===== config.mk =====
export PLATFORM = sky130hd
export DESIGN_NAME = cfg_i2c_slave
export DESIGN_NICKNAME = d
export VERILOG_FILES = /design/src/rtl/cfgslv_pkg.sv /design/src/rtl/cfgslv_busmon.sv /design/src/rtl/cfgslv_proto.sv /design/src/rtl/cfgslv_regbank.sv /design/src/rtl/cfg_i2c_slave.sv
export SDC_FILE = /design/constraint.sdc
export NUM_CORES = 1
export LEC_CHECK = 0
export BUFFER_PORTS_ARGS = -buffer_cell sky130_fd_sc_hd__buf_2
export CAP_MARGIN = 20
export CORE_MARGIN = 1
export CORE_UTILIZATION = 60
export DETAILED_ROUTE_END_ITERATION = 16
export PLACE_DENSITY_LB_ADDON = 0.3
export SLEW_MARGIN = 20
export SYNTH_ARGS = -nofsm -noshare
export SYNTH_HDL_FRONTEND = slang
export SYNTH_HIERARCHICAL = 1
export SYNTH_SLANG_ARGS = --single-unit
export TNS_END_PERCENT = 10

===== constraint.sdc =====
create_clock -name clk -period 4.5 [get_ports clk]
set_input_delay 0.225 -clock clk [delete_from_list [all_inputs] [get_ports clk]]
set_output_delay 0.225 -clock clk [all_outputs]
set_load 0.02 [all_outputs]

===== src/rtl/cfgslv_pkg.sv =====
package cfgslv_pkg;

  localparam int CFG_NREG = 6;

  // Reset contents, register 0 in the low byte.
  localparam logic [CFG_NREG*8-1:0] CFG_RESET_VALUE =
    {8'h00, 8'h71, 8'h7F, 8'hFF, 8'hFF, 8'h00};

  typedef enum logic [2:0] {
    ST_IDLE,
    ST_ADDR,
    ST_ADDR_ACK,
    ST_WR_BYTE,
    ST_WR_ACK,
    ST_RD_BYTE,
    ST_RD_ACK
  } slv_state_e;

  // Field layout of register 0.
  typedef struct packed {
    logic [3:0] freq;
    logic       freq_by_reg;
    logic       spread_down;
    logic       spread_en;
    logic       outputs_off;
  } ctl0_t;

endpackage


===== src/rtl/cfgslv_busmon.sv =====
module cfgslv_busmon #(
  parameter int STAGES = 2
) (
  input  logic clk,
  input  logic rst_n,
  input  logic scl_i,
  input  logic sda_i,
  output logic scl_q,
  output logic sda_q,
  output logic scl_rise,
  output logic scl_fall,
  output logic start_det,
  output logic stop_det
);

  localparam int NLINES = 2;

  logic [NLINES-1:0] line_in, line_q, line_p;

  assign line_in = {scl_i, sda_i};

  for (genvar g = 0; g < NLINES; g++) begin : g_sync
    logic [STAGES-1:0] chain;
    always_ff @(posedge clk or negedge rst_n) begin
      if (!rst_n) chain <= '1;
      else        chain <= {chain[STAGES-2:0], line_in[g]};
    end
    assign line_q[g] = chain[STAGES-1];
  end

  always_ff @(posedge clk or negedge rst_n) begin
    if (!rst_n) line_p <= '1;
    else        line_p <= line_q;
  end

  assign scl_q     = line_q[1];
  assign sda_q     = line_q[0];
  assign scl_rise  =  line_q[1] & ~line_p[1];
  assign scl_fall  = ~line_q[1] &  line_p[1];
  assign start_det =  line_q[1] &  line_p[1] &  line_p[0] & ~line_q[0];
  assign stop_det  =  line_q[1] &  line_p[1] & ~line_p[0] &  line_q[0];

endmodule


===== src/rtl/cfgslv_proto.sv =====
module cfgslv_proto
  import cfgslv_pkg::*;
#(
  parameter int          NREG     = 6,
  parameter logic [6:0]  DEV_ADDR = 7'h69,
  parameter int          IDX_W    = 4
) (
  input  logic             clk,
  input  logic             rst_n,
  input  logic             scl_q,
  input  logic             sda_q,
  input  logic             scl_rise,
  input  logic             scl_fall,
  input  logic             start_det,
  input  logic             stop_det,
  input  logic [7:0]       rd_data,
  output logic [IDX_W-1:0] rd_idx,
  output logic             wr_en,
  output logic [IDX_W-1:0] wr_idx,
  output logic [7:0]       wr_data,
  output logic             sda_oe
);

  localparam logic [IDX_W-1:0] IDX_MAX   = IDX_W'(NREG + 2);
  localparam logic [IDX_W-1:0] IDX_FIRST = IDX_W'(2);
  localparam logic [IDX_W-1:0] IDX_LAST  = IDX_W'(NREG);
  localparam logic [7:0]       LEN_BYTE  = 8'(NREG);

  slv_state_e       state;
  logic [2:0]       bitcnt;
  logic [7:0]       shreg;
  logic [IDX_W-1:0] byte_idx;
  logic             got8;
  logic             is_read;
  logic             host_ack;
  logic [7:0]       tx_byte;
  logic [IDX_W-1:0] idx_next;

  assign idx_next = (byte_idx == IDX_MAX) ? byte_idx : byte_idx + IDX_W'(1);
  assign rd_idx   = byte_idx - IDX_W'(1);
  assign wr_idx   = byte_idx - IDX_FIRST;
  assign wr_data  = shreg;

  always_comb begin
    if (byte_idx == '0)           tx_byte = LEN_BYTE;
    else if (byte_idx <= IDX_LAST) tx_byte = rd_data;
    else                          tx_byte = 8'hFF;
  end

  // Commit a data byte on the SCL fall that opens its acknowledge slot.
  assign wr_en = (state == ST_WR_BYTE) && scl_fall && got8 &&
                 (byte_idx >= IDX_FIRST) && (byte_idx < IDX_MAX);

  always_ff @(posedge clk or negedge rst_n) begin
    if (!rst_n) begin
      state    <= ST_IDLE;
      bitcnt   <= '0;
      shreg    <= '0;
      byte_idx <= '0;
      got8     <= 1'b0;
      is_read  <= 1'b0;
      host_ack <= 1'b0;
      sda_oe   <= 1'b0;
    end else if (start_det) begin
      state  <= ST_ADDR;
      bitcnt <= '0;
      got8   <= 1'b0;
      sda_oe <= 1'b0;
    end else if (stop_det) begin
      state  <= ST_IDLE;
      got8   <= 1'b0;
      sda_oe <= 1'b0;
    end else begin
      unique case (state)
        ST_IDLE: ;
        ST_ADDR, ST_WR_BYTE: begin
          if (scl_rise) begin
            shreg  <= {shreg[6:0], sda_q};
            bitcnt <= bitcnt + 3'd1;
            if (bitcnt == 3'd7) got8 <= 1'b1;
          end else if (scl_fall && got8) begin
            got8   <= 1'b0;
            bitcnt <= '0;
            if (state == ST_ADDR) begin
              if (shreg[7:1] == DEV_ADDR) begin
                sda_oe   <= 1'b1;
                is_read  <= shreg[0];
                byte_idx <= '0;
                state    <= ST_ADDR_ACK;
              end else begin
                state <= ST_IDLE;
              end
            end else begin
              sda_oe   <= 1'b1;
              byte_idx <= idx_next;
              state    <= ST_WR_ACK;
            end
          end
        end
        ST_ADDR_ACK: begin
          if (scl_fall) begin
            bitcnt <= '0;
            if (is_read) begin
              shreg  <= tx_byte;
              sda_oe <= ~tx_byte[7];
              state  <= ST_RD_BYTE;
            end else begin
              sda_oe <= 1'b0;
              state  <= ST_WR_BYTE;
            end
          end
        end
        ST_WR_ACK: begin
          if (scl_fall) begin
            sda_oe <= 1'b0;
            state  <= ST_WR_BYTE;
          end
        end
        ST_RD_BYTE: begin
          if (scl_fall) begin
            if (bitcnt == 3'd7) begin
              sda_oe   <= 1'b0;
              byte_idx <= idx_next;
              state    <= ST_RD_ACK;
            end else begin
              bitcnt <= bitcnt + 3'd1;
              shreg  <= {shreg[6:0], 1'b1};
              sda_oe <= ~shreg[6];
            end
          end
        end
        ST_RD_ACK: begin
          if (scl_rise) begin
            host_ack <= ~sda_q;
          end else if (scl_fall) begin
            if (host_ack) begin
              bitcnt <= '0;
              shreg  <= tx_byte;
              sda_oe <= ~tx_byte[7];
              state  <= ST_RD_BYTE;
            end else begin
              state <= ST_IDLE;
            end
          end
        end
        default: state <= ST_IDLE;
      endcase
    end
  end

  // an unaddressed or finished slave leaves SDA alone.
  a_r2_idle_quiet: assert property (@(posedge clk) disable iff (!rst_n)
    (state == ST_IDLE) |-> !sda_oe);

  // the host's acknowledge slot is never driven by the slave.
  a_r8_host_ack_slot_free: assert property (@(posedge clk) disable iff (!rst_n)
    (state == ST_RD_ACK) |-> !sda_oe);

  // the drive changes only while the synchronized SCL is low.
  a_r10_sda_moves_scl_low: assert property (@(posedge clk) disable iff (!rst_n)
    (sda_oe != $past(sda_oe)) |-> !scl_q);

endmodule


===== src/rtl/cfgslv_regbank.sv =====
module cfgslv_regbank #(
  parameter int                NREG  = 6,
  parameter int                IDX_W = 4,
  parameter logic [NREG*8-1:0] INIT  = '0
) (
  input  logic              clk,
  input  logic              rst_n,
  input  logic              wr_en,
  input  logic [IDX_W-1:0]  wr_idx,
  input  logic [7:0]        wr_data,
  input  logic [IDX_W-1:0]  rd_idx,
  output logic [7:0]        rd_data,
  output logic [NREG*8-1:0] regs_flat
);

  logic [7:0] regs [NREG];

  for (genvar i = 0; i < NREG; i++) begin : g_reg
    always_ff @(posedge clk or negedge rst_n) begin
      if (!rst_n)                              regs[i] <= INIT[i*8 +: 8];
      else if (wr_en && wr_idx == IDX_W'(i))   regs[i] <= wr_data;
    end
    assign regs_flat[i*8 +: 8] = regs[i];
  end

  always_comb begin
    rd_data = 8'hFF;
    for (int i = 0; i < NREG; i++)
      if (rd_idx == IDX_W'(i)) rd_data = regs[i];
  end

  // the bank changes only on a commit from the protocol engine.
  a_r4_hold_without_write: assert property (@(posedge clk) disable iff (!rst_n)
    !wr_en |=> $stable(regs_flat));

  // the protocol engine never commits past the last register.
  a_r6_write_in_range: assert property (@(posedge clk) disable iff (!rst_n)
    wr_en |-> (wr_idx < IDX_W'(NREG)));

endmodule


===== src/rtl/cfg_i2c_slave.sv =====
module cfg_i2c_slave
  import cfgslv_pkg::*;
#(
  parameter int                NREG        = CFG_NREG,
  parameter logic [6:0]        DEV_ADDR    = 7'h69,
  parameter int                SYNC_STAGES = 2,
  parameter logic [NREG*8-1:0] REG_INIT    = CFG_RESET_VALUE
) (
  input  logic              clk,
  input  logic              rst_n,
  input  logic              scl_i,
  input  logic              sda_i,
  output logic              sda_oe_o,
  output logic [NREG*8-1:0] cfg_regs_o,
  output logic [3:0]        freq_code_o,
  output logic              freq_by_reg_o,
  output logic              spread_en_o,
  output logic              spread_down_o,
  output logic              outputs_off_o
);

  localparam int IDX_W = $clog2(NREG + 3);

  logic             scl_q, sda_q, scl_rise, scl_fall, start_det, stop_det;
  logic             wr_en;
  logic [IDX_W-1:0] wr_idx, rd_idx;
  logic [7:0]       wr_data, rd_data;
  ctl0_t            ctl0;

  cfgslv_busmon #(.STAGES(SYNC_STAGES)) u_busmon (
    .clk       (clk),
    .rst_n     (rst_n),
    .scl_i     (scl_i),
    .sda_i     (sda_i),
    .scl_q     (scl_q),
    .sda_q     (sda_q),
    .scl_rise  (scl_rise),
    .scl_fall  (scl_fall),
    .start_det (start_det),
    .stop_det  (stop_det)
  );

  cfgslv_proto #(.NREG(NREG), .DEV_ADDR(DEV_ADDR), .IDX_W(IDX_W)) u_proto (
    .clk       (clk),
    .rst_n     (rst_n),
    .scl_q     (scl_q),
    .sda_q     (sda_q),
    .scl_rise  (scl_rise),
    .scl_fall  (scl_fall),
    .start_det (start_det),
    .stop_det  (stop_det),
    .rd_data   (rd_data),
    .rd_idx    (rd_idx),
    .wr_en     (wr_en),
    .wr_idx    (wr_idx),
    .wr_data   (wr_data),
    .sda_oe    (sda_oe_o)
  );

  cfgslv_regbank #(.NREG(NREG), .IDX_W(IDX_W), .INIT(REG_INIT)) u_regbank (
    .clk       (clk),
    .rst_n     (rst_n),
    .wr_en     (wr_en),
    .wr_idx    (wr_idx),
    .wr_data   (wr_data),
    .rd_idx    (rd_idx),
    .rd_data   (rd_data),
    .regs_flat (cfg_regs_o)
  );

  // field decode of register 0.
  assign ctl0          = ctl0_t'(cfg_regs_o[7:0]);
  assign freq_code_o   = ctl0.freq;
  assign freq_by_reg_o = ctl0.freq_by_reg;
  assign spread_down_o = ctl0.spread_down;
  assign spread_en_o   = ctl0.spread_en;
  assign outputs_off_o = ctl0.outputs_off;

endmodule


# Word level (Yosys, flattened, before mapping)
# Index checks and enable logic that the tools add are counted.
# W data, S select, Z words.
# op_classes
add_sub_neg	4
magnitude_cmp	3
eq_ne	51
n_mux	72
bitwise_logic	16
n_reduce_logical	30
# op_table
operator	n
$mux W8	16
$mux W3	23
$ne A4 B3 Y1 const B	8
$pmux W8 S4	1
$mux W4	7
$mux W1	20
$pmux W3 S6	1
$reduce_and A9 Y1	2
$eq A4 B2 Y1 const B	4
$eq A4 B3 Y1 const B	4
$ne A2 B1 Y1 const B	7
$eq A3 B3 Y1 const B	4
$logic_not A4 Y1	3
$ne A3 B2 Y1 const B	4
$ne A3 B3 Y1 const B	4
$pmux W3 S4	1
$logic_and A1 B1 Y1	11
$reduce_and A11 Y1	1
$ne A2 B2 Y1 const B	5
$reduce_and A10 Y1	1
$not A1 Y1	9
$eq A4 B1 Y1 const B	2
$ne A4 B4 Y1 const B	2
$pmux W4 S2	1
other kinds (27)	35
# totals
regBits	76
input_bits	4
out_inout_bits	57
wordCells	193

# Logic depth before layout (Yosys ltp)
# depth
word_depth	17
mapped_depth	13
mapped_depth_nobuf	12

# Cells and area by module
# The synthesis kept the hierarchy.
# by_module_without_submodules
module	instances	cells_per_inst	area_each_um2
cfgslv_regbank	1	161	2316.0
cfgslv_proto	1	194	1672.9
cfgslv_busmon	1	10	190.2
cfg_i2c_slave	1	8	60.1

# Worst setup path before layout
# No wires, ideal clock.
# synth_path
kind	flip-flop to flip-flop
start	register u_proto.byte_idx[1]
end	register u_proto.shreg[0], in the netlist u_proto/wr_data[0]
setup_time_ps	125
t_arrival_ps	2630
required_ps	4375
path_slack_ps	1745
path_stages_with_launch	11
synth_period_minus_slack_ps	2755
cell_sequence	dfrtp_1 > inv_1 > ha_1 > xor2_1 > or3b_2 > a21oi_1 > o22ai_1 > a2bb2oi_1 > o21ai_0 > nand3_1 > mux2_4
# synth_via
elab_chain_cells	14
word_cells_on_any_way	23
classes_between	add/sub: 1; order compare: 1; eq/ne: 5; mux: 14; reduce/logical: 2
# synth_rtl
element	line	rtl
from (decl)	cfgslv_proto.sv:32	logic [IDX_W-1:0] byte_idx;
from (signal assigned)	cfgslv_proto.sv:95	byte_idx <= idx_next;
from (signal assigned)	cfgslv_proto.sv:123	byte_idx <= idx_next;
$sub A4 B1 Y4 *	cfgslv_proto.sv:40	assign rd_idx = byte_idx - IDX_W'(1);
named net rd_idx[2]	cfg_i2c_slave.sv:26	logic [IDX_W-1:0] wr_idx, rd_idx;
$logic_not A4 Y1	cfgslv_regbank.sv:29	if (rd_idx == IDX_W'(i)) rd_data = regs[i];
$mux W8 (5 in a row)	cfgslv_regbank.sv:29	
$mux W8 *	cfgslv_regbank.sv:29	
named net rd_data[0]	cfg_i2c_slave.sv:27	logic [7:0] wr_data, rd_data;
$mux W8 *	cfgslv_proto.sv:46	else if (byte_idx <= IDX_LAST) tx_byte = rd_data;
$mux W8 *	cfgslv_proto.sv:45	if (byte_idx == '0) tx_byte = LEN_BYTE;
$mux W8	cfgslv_proto.sv:136	if (host_ack) begin
$mux W8	cfgslv_proto.sv:135	end else if (scl_fall) begin
$mux W8	cfgslv_proto.sv:133	if (scl_rise) begin
$pmux W8 S4 *	cfgslv_proto.sv:74	unique case (state)
to (signal assigned)	cfgslv_proto.sv:78	shreg <= {shreg[6:0], sda_q};
to (signal assigned)	cfgslv_proto.sv:127	shreg <= {shreg[6:0], 1'b1};
to (signal assigned)	cfgslv_proto.sv:138	shreg <= tx_byte;
to (decl)	cfgslv_proto.sv:31	logic [7:0] shreg;
# Mark *: on every way through the listed nets, which the timed path passes. The rest lies on a longest branch. The select of a mux whose other input is x is not followed.
# A chain may end at the register's enable or synchronous reset.

# Final worst setup path
# layout_path
start	register u_proto.byte_idx[1]
end	register u_proto.shreg[6], in the netlist u_proto/wr_data[6]
# Same word-level chain as after synthesis.

==> impl_metrics.toml <==
[worst_setup_path]
crit_type = "flip-flop to flip-flop"
critPathRequiredTime_ns = 4.73
path_max_fanout = 8
startpoint_type = "flip-flop"
cp-end-kind = "flip-flop"
max_stage_delay_ns = 0.56
path_cells = "inv_1 -> ha_1 -> xor2_1 -> nor3b_1 -> a32oi_1 -> a32o_1 -> nor2b_1 -> o22ai_1 -> a21oi_1 -> mux2_4"
arrival_ns = 3.54
slowest_stage = "nor3b_1"

[yosys]
synthFlopType = "dfrtp_1"
syn_nets = 385
yosysMostFrequentCell = "mux2_2"
avgSynthCellArea_um2 = 11.36
yosys.area.top_type_share_pct = 25.38
synthTopCellsByArea = "dfrtp_1 25%, dfstp_2 20%, mux2_2 15%"
ys_seq_elements = 76
yosys.area.top_type = "dfrtp_1"
synth-seq-area-share_pct = 45.84
netlist_instances = 373
synth_commonest_cells = "56 x mux2_2, 43 x dfrtp_1, 33 x dfstp_2, 20 x nand2_1, 20 x nor2_1"
ys_async_sr_fraction_pct = 100.0
ys_types = 61
synth_area_um2 = 4239
synth_edf_count = 0
yosys_warnings = 6

[pwr]
internal-power_mw = 1.081
ir_drop_mv = 0.2236
power_mw = 1.450
leakagePower_nw = 2.359
power.density_nw_per_um2 = 304.6
p_clk_share_pct = 39.3
netSwitchingPower_mw = 0.3688
swShare_pct = 25.43
seqPwrFrac_pct = 53.3
combPwrFrac_pct = 7.4

[timing]
fin_setup_tns_ns = 0
tightest_slew_ns = 0.9210
rsz0062_at_grt = "false"
hold_viol = 0
period_share_pct = 73.43
setup_viol_count_final = 0
fin_skew_ns = 0.01938
drv_slew = 0
fin_ws_ns = 1.196
whs_ns = 0.01999
min_period_ns = 3.304
fmax_ghz = 0.3026
slew_headroom_pct = 38.60

[placement]
io_buffers = 60
place_hpwl_um = 6466
gp_congestion = 0.9435
dp_slack_ns = 1.254

[clock_tree]
cts_made_buffers = 9
cts_resized = 0
cts_root_buf = "clkbuf_8"
cts.sinks = 76
clk_latency_ns = 0.35
clk_pin_slew_ns = 0.08
clockBufferDepth = 2
htreeDepth = 3
cts_tree = "built"

[final_layout]
nets = 436
utilization_pct = 70.06
seqCellArea_um2 = 1943
nFillCells = 514
antenna_cells = 0
drive_gt1_share_pct = 43.36
multi_input_area_um2 = 2106
synthToLayoutAreaGrowth_pct = 12.28

[floorplan]
row_count = 30
initial_utilization_pct = 62.39
die_h_um = 86.06
core_area_um2 = 6794
die-area_um2 = 7405
fp.dieW_um = 86.06
ios = 61

[flow_run]
max_cap_viol_count = 0

[grt]
grt_usage_pct = 26.94
grt_max_degree = 77
grt-ovfl-total = 0
antenna_found_initial = 0
grt_pass1_vias = 3087
grt_pass1_wl_um = 15230

[run_status]
outcome = "completed"

[route]
drt_iter0_markers = 291
wirelength_um = 9633
ant_nets = 0
vias = 3171
drtPass1Iterations = 5
wl_per_cell_um = 18.35
drc = 0
via_per_inst = 6.040

[min_path]
hp-class = "input pin to asynchronous set/reset pin"
placed cells by master, fill, tap and decap left out, types with 8 or more instances in the layout:
master	count
a21oi_1	16
buf_2	59
clkbuf_8	9
dfrtp_1	43
dfstp_2	33
ha_1	8
inv_1	9
mux2_2	56
mux2i_1	12
nand2_1	20
nand2b_1	16
nor2_1	20
nor2b_1	14
o21ai_0	11
o22ai_1	12
worst paths after layout:
check / startpoint / to / slack [ns] / depth (start not counted)
min in group clk: u_busmon/g_sync[0].chain[0] / u_busmon/g_sync[0].chain[1] / 0.36 / 0
max in group asynchronous: rst_n / u_proto/bitcnt[1] / 3.89 / 1
worst max-delay path: u_proto/byte_idx[1] / u_proto/wr_data[6] / 1.20 / 10
worst min-delay path: rst_n / u_regbank/regs_flat[4] / 0.02 / 1
worst max register to register: u_proto/byte_idx[1] / u_proto/wr_data[6] / 1.20 / 10
worst min register to register: u_busmon/g_sync[0].chain[0] / u_busmon/g_sync[0].chain[1] / 0.36 / 0
flip-flops by register name, summed over array words and instances (netlist names):
name,cells
u_busmon/g_sync.chain,4
u_proto/state,3
u_proto/bitcnt,3
u_proto/host_ack,1
u_regbank/regs_flat,48
u_proto/got8,1
u_proto/is_read,1
u_proto/byte_idx,4
u_proto/sda_oe,1
u_busmon/line_p,2
u_proto/wr_data,8
critical path, delay by kind of cell, from the launching register on:
| kind | cells | cell delay [ns] |
|---|---|---|
| flops | 1 | 0.46 |
| simple gates | 2 | 0.70 |
| fa+ha+maj | 1 | 0.38 |
| mux | 1 | 0.27 |
| xor+xnor | 1 | 0.50 |
| buf+inv | 1 | 0.24 |
| compound gates | 4 | 0.65 |
kinds of logic (layout without fill, tap and decap cells):
family	Yosys count	count (layout)	synth area share, %
AOI/OAI and AO/OA	74	74	12.04
xor gates and xnor gates	4	4	0.8266
adders and majority gates	8	8	2.361
buffers and inverters	35	91	4.486
DFF	76	76	45.84
muxes	75	75	20.37
and+or+nand+nor	101	101	14.08
repair_timing:
item,CTS,global route
hold buffers,2,0
buffers inserted,0,0
endpoints found under the hold margin,2,0
area by class of cell:
type / instances / area share [%]
clock buffers: 10 / 2.681
repair buffers: 63 / 6.940
inverters: 12 / 0.9464
clock inverters: 6 / 1.840
multi-input cells: 262 / 44.24
well taps: 96 / 2.524
flip-flops and latches: 76 / 40.83
through the flow:
| step | cell area, um^2 | std cells |
|---|---|---|
| final | 4760 | 525 |
| after global routing | 4760 | 525 |
| after CTS | 4760 | 525 |
| after detailed placement | 4524 | 507 |
| after global placement | 4524 | 507 |
| after floorplan | 4239 | 373 |
layer usage:
layer  vias to the layer above  GRT usage (%)  part of all wire (%)
met1                      1571          33.19                    43
met2                       124          47.04                    51
met3                        17          5.390                   5.2
li1                       1459              -                     -
met4                         0          9.394                   1.6
met5                         -              0                     0
power by group through the flow:
stage / logic [mW] / registers, mW / clock network, mW
after detailed placement: 0.106 / 0.783 / 0
final: 0.107 / 0.772 / 0.570
after global placement: 0.104 / 0.781 / 0
after floorplan: 0.0848 / 0.758 / 0
after global routing: 0.119 / 0.779 / 0.604
after CTS: 0.107 / 0.770 / 0.577
(Power assumes the default switching activity.)
